===== src/rtl/nco_uart_tx.sv =====
module nco_uart_tx #(
  parameter int NCO_W    = 16,
  parameter int DATA_W   = 8,
  parameter int OVS_LOG2 = 4
) (
  input  logic              clk,
  input  logic              rst_n,
  input  logic              tx_en,
  input  logic [NCO_W-1:0]  nco_inc,
  input  logic              par_en,
  input  logic              par_odd,
  input  logic [DATA_W-1:0] tx_data,
  input  logic              tx_valid,
  output logic              tx_line,
  output logic              tx_pop,
  output logic              tx_busy
);
  localparam int FRM_W = DATA_W + 3;
  localparam int CNT_W = $clog2(FRM_W + 1);

  typedef enum logic [1:0] {S_IDLE, S_WAIT, S_SEND} st_t;

  st_t                 st;
  logic [NCO_W-1:0]    acc;
  logic [NCO_W:0]      sum;
  logic                tick;
  logic [OVS_LOG2-1:0] ovs;
  logic [FRM_W-1:0]    frm;
  logic [CNT_W-1:0]    left;
  logic                bit_end;
  logic                par_bit;

  assign sum     = {1'b0, acc} + {1'b0, nco_inc};
  assign tick    = sum[NCO_W];
  assign bit_end = tick && (&ovs);
  assign par_bit = par_en ? ((^tx_data) ^ par_odd) : 1'b1;
  assign tx_pop  = (st == S_IDLE) && tx_en && tx_valid;
  assign tx_busy = (st != S_IDLE);

  always_ff @(posedge clk or negedge rst_n)
    if (!rst_n) acc <= '0;
    else        acc <= sum[NCO_W-1:0];

  always_ff @(posedge clk or negedge rst_n) begin
    if (!rst_n) begin
      st      <= S_IDLE;
      tx_line <= 1'b1;
      ovs     <= '0;
      frm     <= '1;
      left    <= '0;
    end else begin
      case (st)
        S_IDLE: if (tx_pop) begin
          frm  <= {1'b1, par_bit, tx_data, 1'b0};
          left <= par_en ? CNT_W'(FRM_W) : CNT_W'(FRM_W - 1);
          st   <= S_WAIT;
        end
        S_WAIT: if (tick) begin
          tx_line <= frm[0];
          frm     <= {1'b1, frm[FRM_W-1:1]};
          left    <= left - 1'b1;
          ovs     <= '0;
          st      <= S_SEND;
        end
        S_SEND: if (tick) begin
          ovs <= ovs + 1'b1;
          if (bit_end) begin
            if (left == '0) st <= S_IDLE;
            else begin
              tx_line <= frm[0];
              frm     <= {1'b1, frm[FRM_W-1:1]};
              left    <= left - 1'b1;
            end
          end
        end
        default: st <= S_IDLE;
      endcase
    end
  end
endmodule



===== config.mk =====
export PLATFORM = sky130hd
export DESIGN_NAME = nco_uart_tx
export DESIGN_NICKNAME = d
export VERILOG_FILES = /design/src/rtl/nco_uart_tx.sv
export SDC_FILE = /design/constraint.sdc
export NUM_CORES = 1
export LEC_CHECK = 0
export BUFFER_PORTS_ARGS = -buffer_cell sky130_fd_sc_hd__buf_2
export CAP_MARGIN = 20
export CORE_ASPECT_RATIO = 0.75
export CORE_MARGIN = 5
export CORE_UTILIZATION = 45
export DETAILED_ROUTE_END_ITERATION = 6
export PLACE_DENSITY = 0.7
export SYNTH_ARGS = -nofsm -noshare
export SYNTH_HDL_FRONTEND = slang
export SYNTH_SLANG_ARGS = --single-unit

===== constraint.sdc =====
create_clock -name clk -period 7.7 [get_ports clk]
set_input_delay 1.54 -clock clk [delete_from_list [all_inputs] [get_ports clk]]
set_output_delay 1.54 -clock clk [all_outputs]
set_load 0.005 [all_outputs]

# After elaboration in Yosys (flattened, before gate mapping)
# Index checks and enable logic that the tools add are counted.
word_totals:
  reg_bits: 38
  in_bits: 30
  output_inout_bits: 3
  word_cells: 60
op_classes:
  n_addsub: 3
  eq_ne: 8
  muxes: 28
  bitwise: 1
  n_reduce_logical: 14
ops:
  columns: ["operator", "count"]
  rows:
  - ["$mux W11", 5]
  - ["$pmux W11 S3", 1]
  - ["$mux W4", 7]
  - ["$add A16 B16 Y17", 1]
  - ["$ne A2 B2 Y1 const B", 6]
  - ["$pmux W4 S3", 1]
  - ["$mux W2", 5]
  - ["$reduce_and A5 Y1", 2]
  - ["$pmux W4 S2", 1]
  - ["$reduce_xor A8 Y1", 1]
  - ["$mux W1", 6]
  - ["$pmux W2 S3", 1]
  - ["$reduce_and A6 Y1", 1]
  - ["$add A4 B1 Y4 const B", 1]
  - ["$logic_not A4 Y1", 1]
  - ["$reduce_and A4 Y1", 1]
  - ["$reduce_bool A2 Y1", 2]
  - ["$sub A4 B1 Y4 const B", 1]
  - ["$logic_and A1 B1 Y1", 3]
  - ["$reduce_and A3 Y1", 1]
  - ["$reduce_bool A3 Y1", 1]
  - ["$eq A2 B1 Y1 const B", 1]
  - ["$eq A2 B2 Y1 const B", 1]
  - ["$logic_not A2 Y1", 1]
  - ["other kinds (2)", 2]

# Depth between registers and ports, before layout
# Gate-level depths: netlist of the first run.
depth:
  ltp_word: 5
  mapped_depth: 9
  ltp_nobuf: 8

# Worst setup path before layout of the first run
# Ideal clock, no wire load.
synth_path:
  kind: "input port to flip-flop"
  start: "input nco_inc[0]"
  end: "register left[1]"
  setup_time_ps: 125
  arrival_time_ps: 3633
  setup_slack_ps: 3942
  stages: 9
  path_buffers: 1
  cell_sequence: "ha_1 > fa_1 > a211oi_2 > o21ai_1 > o211ai_2 > nand2_4 > o211ai_4 > buf_8 > mux2_4"
synth_between:
  elab_chain_len: 4
  word_cells_on_any_way: 6
synth_lines:
  columns: ["item", "line", "rtl"]
  rows:
  - ["start, declared", "9", "input logic [NCO_W-1:0] nco_inc,"]
  - ["$add A16 B16 Y17 (*)", "33", "assign sum = {1'b0, acc} + {1'b0, nco_inc};"]
  - ["$logic_and A1 B1 Y1", "35", "assign bit_end = tick && (&ovs);"]
  - ["$ne A2 B2 Y1 (no line)", null, null]
  - ["$reduce_and A6 Y1 (no line) (*)", null, null]
  - ["end signal, assigned", "55", "left <= par_en ? CNT_W'(FRM_W) : CNT_W'(FRM_W - 1);"]
  - ["end signal, assigned", "61", "left <= left - 1'b1;"]
  - ["end signal, assigned", "72", "left <= left - 1'b1;"]
  - ["end, declared", "29", "logic [CNT_W-1:0] left;"]
# Every way passes the cells marked *; elsewhere a longest branch is shown, timed or not.
# A chain may end at the register's enable or synchronous reset.

# Worst setup path after layout of the first run
layout_path:
  start: "input nco_inc[0]"
  end: "register frm[9]"
layout_between:
  elab_chain_len: 4
  word_cells_on_any_way: 6
layout_lines:
  columns: ["item", "line", "rtl"]
  rows:
  - ["$add A16 B16 Y17 (*)", "33", null]
  - ["$logic_and A1 B1 Y1", "35", null]
  - ["$ne A2 B2 Y1 (no line)", null, null]
  - ["$reduce_and A6 Y1 (no line) (*)", null, null]
  - ["end signal, assigned", "54", "frm <= {1'b1, par_bit, tx_data, 1'b0};"]
  - ["end signal, assigned", "60", "frm <= {1'b1, frm[FRM_W-1:1]};"]
  - ["end signal, assigned", "71", "frm <= {1'b1, frm[FRM_W-1:1]};"]
  - ["end, declared", "28", "logic [FRM_W-1:0] frm;"]
# Marks and branches as above.

==> results_dict.tcl, run 1 <==
set metrics [dict create \
    status "finished, final reports clean" \
    cts_buffers 5 \
    path_clk_slew_ns 0.08 \
    ys_seq_area_share_pct 37.01 \
    hpwl_mm 3.690 \
    ys_ff_latch 37 \
    die_height_um 75.05 \
    synthCells 241 \
    synth_edf_count 0 \
    cp-start-kind "primary input" \
    reg2reg_setup_slack_ns 4.75 \
    start_util_pct 46.92 \
    crit_chain "buf_2 > ha_1 > fa_1 > a211oi_2 > o21ai_1 > o211ai_2 > nand2_4 > o211ai_4 > mux2_2" \
    cts_tree "done" \
    first_global_vias 1739 \
    slowest_stage "o211ai_4" \
    area_growth_pct 12.91 \
    syn_avg_cell_area_um2 10.53 \
    synth_ff_type "dfrtp_1" \
    synthArstFlopShare_pct 100.0 \
    drt_iter0_drc 117 \
    post_cts_buffers 0 \
    critPathArrivalTime_ns 4.16 \
    powerDensity_nw_per_um2 450.6 \
    crit_path_end_kind "register" \
    rsz0062_at_grt "false" \
    crit_fanout 14 \
    cts_hold_buf 0 \
    nFillCells 500 \
    cts_max_level 2 \
    cts_buffer_depth 2 \
    routed_wl_mm 4.879 \
    synth_commonest_cells "26 x dfrtp_1, 24 x ha_1, 19 x a21oi_1" \
    finalNetCount 328 \
    irDropWorstVdd_mv 0.1882 \
    synth_most_common_cell "dfrtp_1" \
    cp-endpoint "frm[9]" \
    critPathMaxStageDelay_ns 0.54 \
    grt_pass1_wl_mm 8.231 \
    setup_viol 0 \
    antenna_left 0 \
    drive_gt1_share_pct 28.83 \
    clock-sinks 37 \
    hold_path_class "reg -> reg" \
    yosys.cell_types.count 55 \
    clock.fmax_mhz 253.8 \
    period_minus_slack_ns 3.940 \
    maxSlewViolCount 0 \
    yosysWarnings 0 \
    antennaDiodeCount 0 \
    yosysTopAreaCell "dfrtp_1" \
    max-slew-margin-rel_pct 43.52 \
    critical_path_class "in -> reg" \
    numPortBuffers 32 \
    wire_per_inst_um 13.98 \
    setup_tns_ns 0 \
    clk_latency_ns 0.29 \
    place_area_um2 2743 \
    drt_first_pass_iters 4 \
    hold_viol_final 0 \
    route.detailed.drc 0 \
    core_area_um2 5410 \
    startpoint "nco_inc[0]" \
    grt_max_degree 38 \
    finalCritPeriodShare_pct 51.17 \
    row_count 23 \
    netlist.area_leader.share_pct 25.63 \
    cts_resized 0 \
    regToRegEndpoint "frm[9]" \
    grt-ovfl-total 0 \
    io_pins 33 \
    worst_slew_pin_slew_ns 0.8472 \
    grt_usage_pct 13.93 \
    avgViaCountPerCell 5.281 \
    place_congestion 0.8490 \
    synthesis.area_um2 2539 \
    antenna_found_initial 0 \
    p_leak_uw 0.001286 \
    skew_ns 0.002430 \
    r2r_start "acc[0]" \
    synthTopCellsByArea "dfrtp_1 26%, ha_1 12%, dfstp_2 11%, mux2_2 6.7%, xnor2_1 6.2%" \
    die-area_um2 7259 \
    clock-root-buffer "clkbuf_8" \
    die_w_um 96.73 \
    cp.required_ns 7.92 \
    num_vias 1843 \
    ff2ff_path_depth 8 \
    fin_area_um2 2867 \
    syn_nets 296 \
    cap_violations 0 \
]
==> worst min path at each step <==
stage	end	slack [ns]	startpoint	depth (start not counted)
floorplan	acc[0]	0.44	acc[0]	1
global placement	acc[0]	0.46	acc[0]	1
detailed placement	acc[0]	0.46	acc[0]	1
CTS	acc[0]	0.48	acc[0]	1
global route	frm[0]	0.51	frm[1]	2
finish	acc[0]	0.47	acc[0]	1
==> cell families after synthesis <==
group / count (synthesis) / synth area share (%)
compound gates: 60 / 16.21
xor+xnor: 21 / 7.245
buf+inv: 17 / 3.450
simple gates: 56 / 11.68
flops: 37 / 37.01
fa+ha+maj: 25 / 12.62
mux: 25 / 11.78
==> through the flow <==
stage	instances	utilization [%]	hold WS (ns)	setup WS, ns	power (uW)
2_1_floorplan	241	-	0.4430	3.942	992.8
3_3_place_gp	341	50.69	0.4587	3.561	1095
3_5_place_dp	341	50.69	0.4611	3.473	1111
4_1_cts	349	52.98	0.4801	3.786	1294
5_1_grt	349	52.98	0.5142	3.618	1402
6_report	349	52.98	0.4741	3.760	1292
==> state kept, by name (all words and copies together) (netlist names) <==
| register | flops |
|---|---|
| acc | 16 |
| frm | 10 |
| left | 4 |
| ovs | 4 |
| st | 2 |
| tx_line | 1 |
==> power breakdown <==
group	internal (uW)	leakage (uW)	switching (uW)	total (uW)
Sequential	314	0.000426	47.0	361
Clock	103	0.0000645	72.3	175
Combinational	362	0.000795	393	755
Total	779	0.00129	513	1290
==> final cells by class <==
class                   count  area [um^2]  share of cell area (%)
flip-flops and latches     37        939.7                   32.78
repair buffers             32        160.2                   5.587
clock inverters             1        5.005                  0.1746
well taps                  75        93.84                   3.274
multi-input cells         187         1511                   52.73
clock buffers               7        118.9                   4.147
inverters                  10        37.54                   1.309
==> cells in the final DEF, fill, tap and decap left out, types with 2 or more instances in the layout <==
cell type  count
buf_2         32
dfrtp_1       26
ha_1          24
a21oi_1       19
xnor2_1       18
nor2_1        16
mux2_2        15
o21ai_0       13
dfstp_2       11
inv_1         10
nand2_1       10
mux2_4         6
nand3_1        5
clkbuf_8       5
a211oi_1       4
nor3_1         4
mux2i_1        4
nand4_1        3
and4_1         3
nor3b_1        3
xor2_1         3
nor4_1         2
o21bai_1       2
and3_1         2
a21o_1         2
a211o_1        2
o21a_1         2
clkbuf_16      2
==> critical path: cells and delay by family <==
| family | cells | cell delay, ns |
|---|---|---|
| compound gates | 4 | 1.29 |
| fa+ha+maj | 2 | 0.68 |
| buf+inv | 1 | 0.10 |
| mux | 1 | 0.40 |
| simple gates | 1 | 0.14 |
==> layer usage <==
| layer | vias to the layer above | global-route usage (%) | wire length, um |
|---|---|---|---|
| li1 | 951 | - | - |
| met1 | 855 | 21.29 | 2700 |
| met2 | 32 | 19.42 | 1968 |
| met3 | 5 | 2.870 | 155 |
| met4 | 0 | 4.673 | 54 |
| met5 | - | 0 | 0 |
Power figures use the tool's default switching activity.
==> run 2: changes to the inputs <==
Settings changed: PLACE_DENSITY 0.7 to 0.72.
Clock period 7.7 ns to 3.35 ns, I/O delays scaled along.
==> run 2 against run 1 <==
Compared with the run above: combinational power up 140%; final cell count up 0.29%; sequential power up 130%; largest power group unchanged.
==> results_dict.tcl, run 2 (synthesis gave the netlist of run 1 again) <==
set metrics [dict create \
    status "finished, final reports clean" \
    place_congestion 0.8495 \
    setup_viol 0 \
    die-area_um2 7259 \
    num_vias 1892 \
    antenna_found_initial 0 \
    cts_hold_buf 0 \
    finalPower_uw 2933 \
    drt_first_pass_iters 4 \
    fin_area_um2 2845 \
    numPortBuffers 32 \
    wl_met3_um 169 \
    die_height_um 75.05 \
    antennaDiodeCount 0 \
    max-slew-margin-rel_pct 45.88 \
    maxSlewViolCount 0 \
    die_w_um 96.73 \
    route.detailed.drc 0 \
    wire_per_inst_um 14.23 \
    max_flop_register "acc" \
    largestRegisters "acc (16), frm (10)" \
    drive_gt1_share_pct 28.73 \
    worst_hold_slack_ns 0.4577 \
    worst_slew_pin_slew_ns 0.8119 \
    antenna_left 0 \
    grt_pass1_wl_mm 8.335 \
    avgViaCountPerCell 5.406 \
    first_global_vias 1770 \
    crit_fanout 14 \
    grt_max_degree 38 \
    grt_usage_pct 14.54 \
    layout_commonest_cell "buf_2" \
    highest_layer "met4" \
    routed_wl_mm 4.980 \
    reg2reg_setup_slack_ns 0.64 \
    regToRegEndpoint "left[1]" \
    rsz0062_at_grt "false" \
    irDropWorstVdd_mv 0.4516 \
    wl_met2_mm 2.102 \
    powerDensity_nw_per_um2 1031 \
    skew_ns 0.007584 \
    cts_tree "done" \
    row_count 23 \
    place_inst 342 \
    hpwl_mm 3.805 \
    place_area_um2 2763 \
    finalCritPeriodShare_pct 84.29 \
    post_cts_buffers 0 \
    cts_buffers 5 \
    wl_met1_mm 2.610 \
    period_minus_slack_ns 2.824 \
    path_clk_slew_ns 0.08 \
    critPathArrivalTime_ns 3.00 \
    clk_latency_ns 0.30 \
    cts_max_level 2 \
    crit_path_end_kind "register" \
    setup_tns_ns 0 \
    cap_violations 0 \
    final_cells 350 \
    p_leak_uw 0.001276 \
    cts_resized 0 \
    io_pins 33 \
    drt_iter0_drc 102 \
    area_growth_pct 12.07 \
    clock-sinks 37 \
    hold_path_class "in -> async" \
    ff2ff_path_depth 9 \
    largest_reg_flops 16 \
    clock.fmax_mhz 354.1 \
    grt-ovfl-total 0 \
    clock-root-buffer "clkbuf_8" \
    critical_path_class "in -> reg" \
    cp.required_ns 3.53 \
    cts_buffer_depth 2 \
    cp-start-kind "primary input" \
    nFillCells 510 \
    start_util_pct 46.92 \
    hold_viol_final 0 \
    r2r_start "acc[0]" \
    core_area_um2 5410 \
    final_cell_mix "32 x buf_2, 26 x dfrtp_1, 24 x ha_1" \
    finalNetCount 329 \
]
-- run 2: metrics by stage --
step | setup WS, ns | utilization, %
after global placement | 0.2771 | 51.06
after CTS | 0.5409 | 52.59
after floorplan | 0.4618 | -
after global routing | 0.4132 | 52.59
after detailed placement | 0.2320 | 51.06
final | 0.5261 | 52.59
-- run 2: where the power goes --
part	internal, uW	switching [uW]
Combinational	876	915
Sequential	723	115
Clock	144	160
-- run 2: worst max-delay path by stage --
stage | end | slack (ns) | cells after the start | startpoint
finish | left[1] | 0.53 | 10 | nco_inc[0]
global route | left[1] | 0.41 | 10 | nco_inc[0]
CTS | left[1] | 0.54 | 10 | nco_inc[0]
detailed placement | left[1] | 0.23 | 10 | nco_inc[0]
global placement | left[1] | 0.28 | 10 | nco_inc[0]
floorplan | left[1] | 0.46 | 9 | nco_inc[0]
-- run 2: routing by layer --
metal,GRT usage (%),up-vias
met2,21.10,29
met4,6.542,0
li1,-,949
met1,20.98,907
met3,3.056,7
met5,0,-
-- run 2: final cells by class --
type / instances / area, um^2 / area share, %
Clock buffer: 6 / 72.57 / 2.551
Tap cell: 75 / 93.84 / 3.298
Timing Repair Buffer: 33 / 180.2 / 6.332
Sequential cell: 37 / 939.7 / 33.03
Multi-Input combinational cell: 187 / 1511 / 53.12
Clock inverter: 2 / 10.01 / 0.3518
Inverter: 10 / 37.54 / 1.319
-- run 2: worst max-delay path: stages --
cell and delay [ns]:
buf_2 0.10, ha_1 0.22, fa_1 0.44, a211oi_2 0.24, o21ai_1 0.14, o211ai_2 0.33, nand2_4 0.14, o211ai_4 0.23
buf_12 0.18, mux2_4 0.30
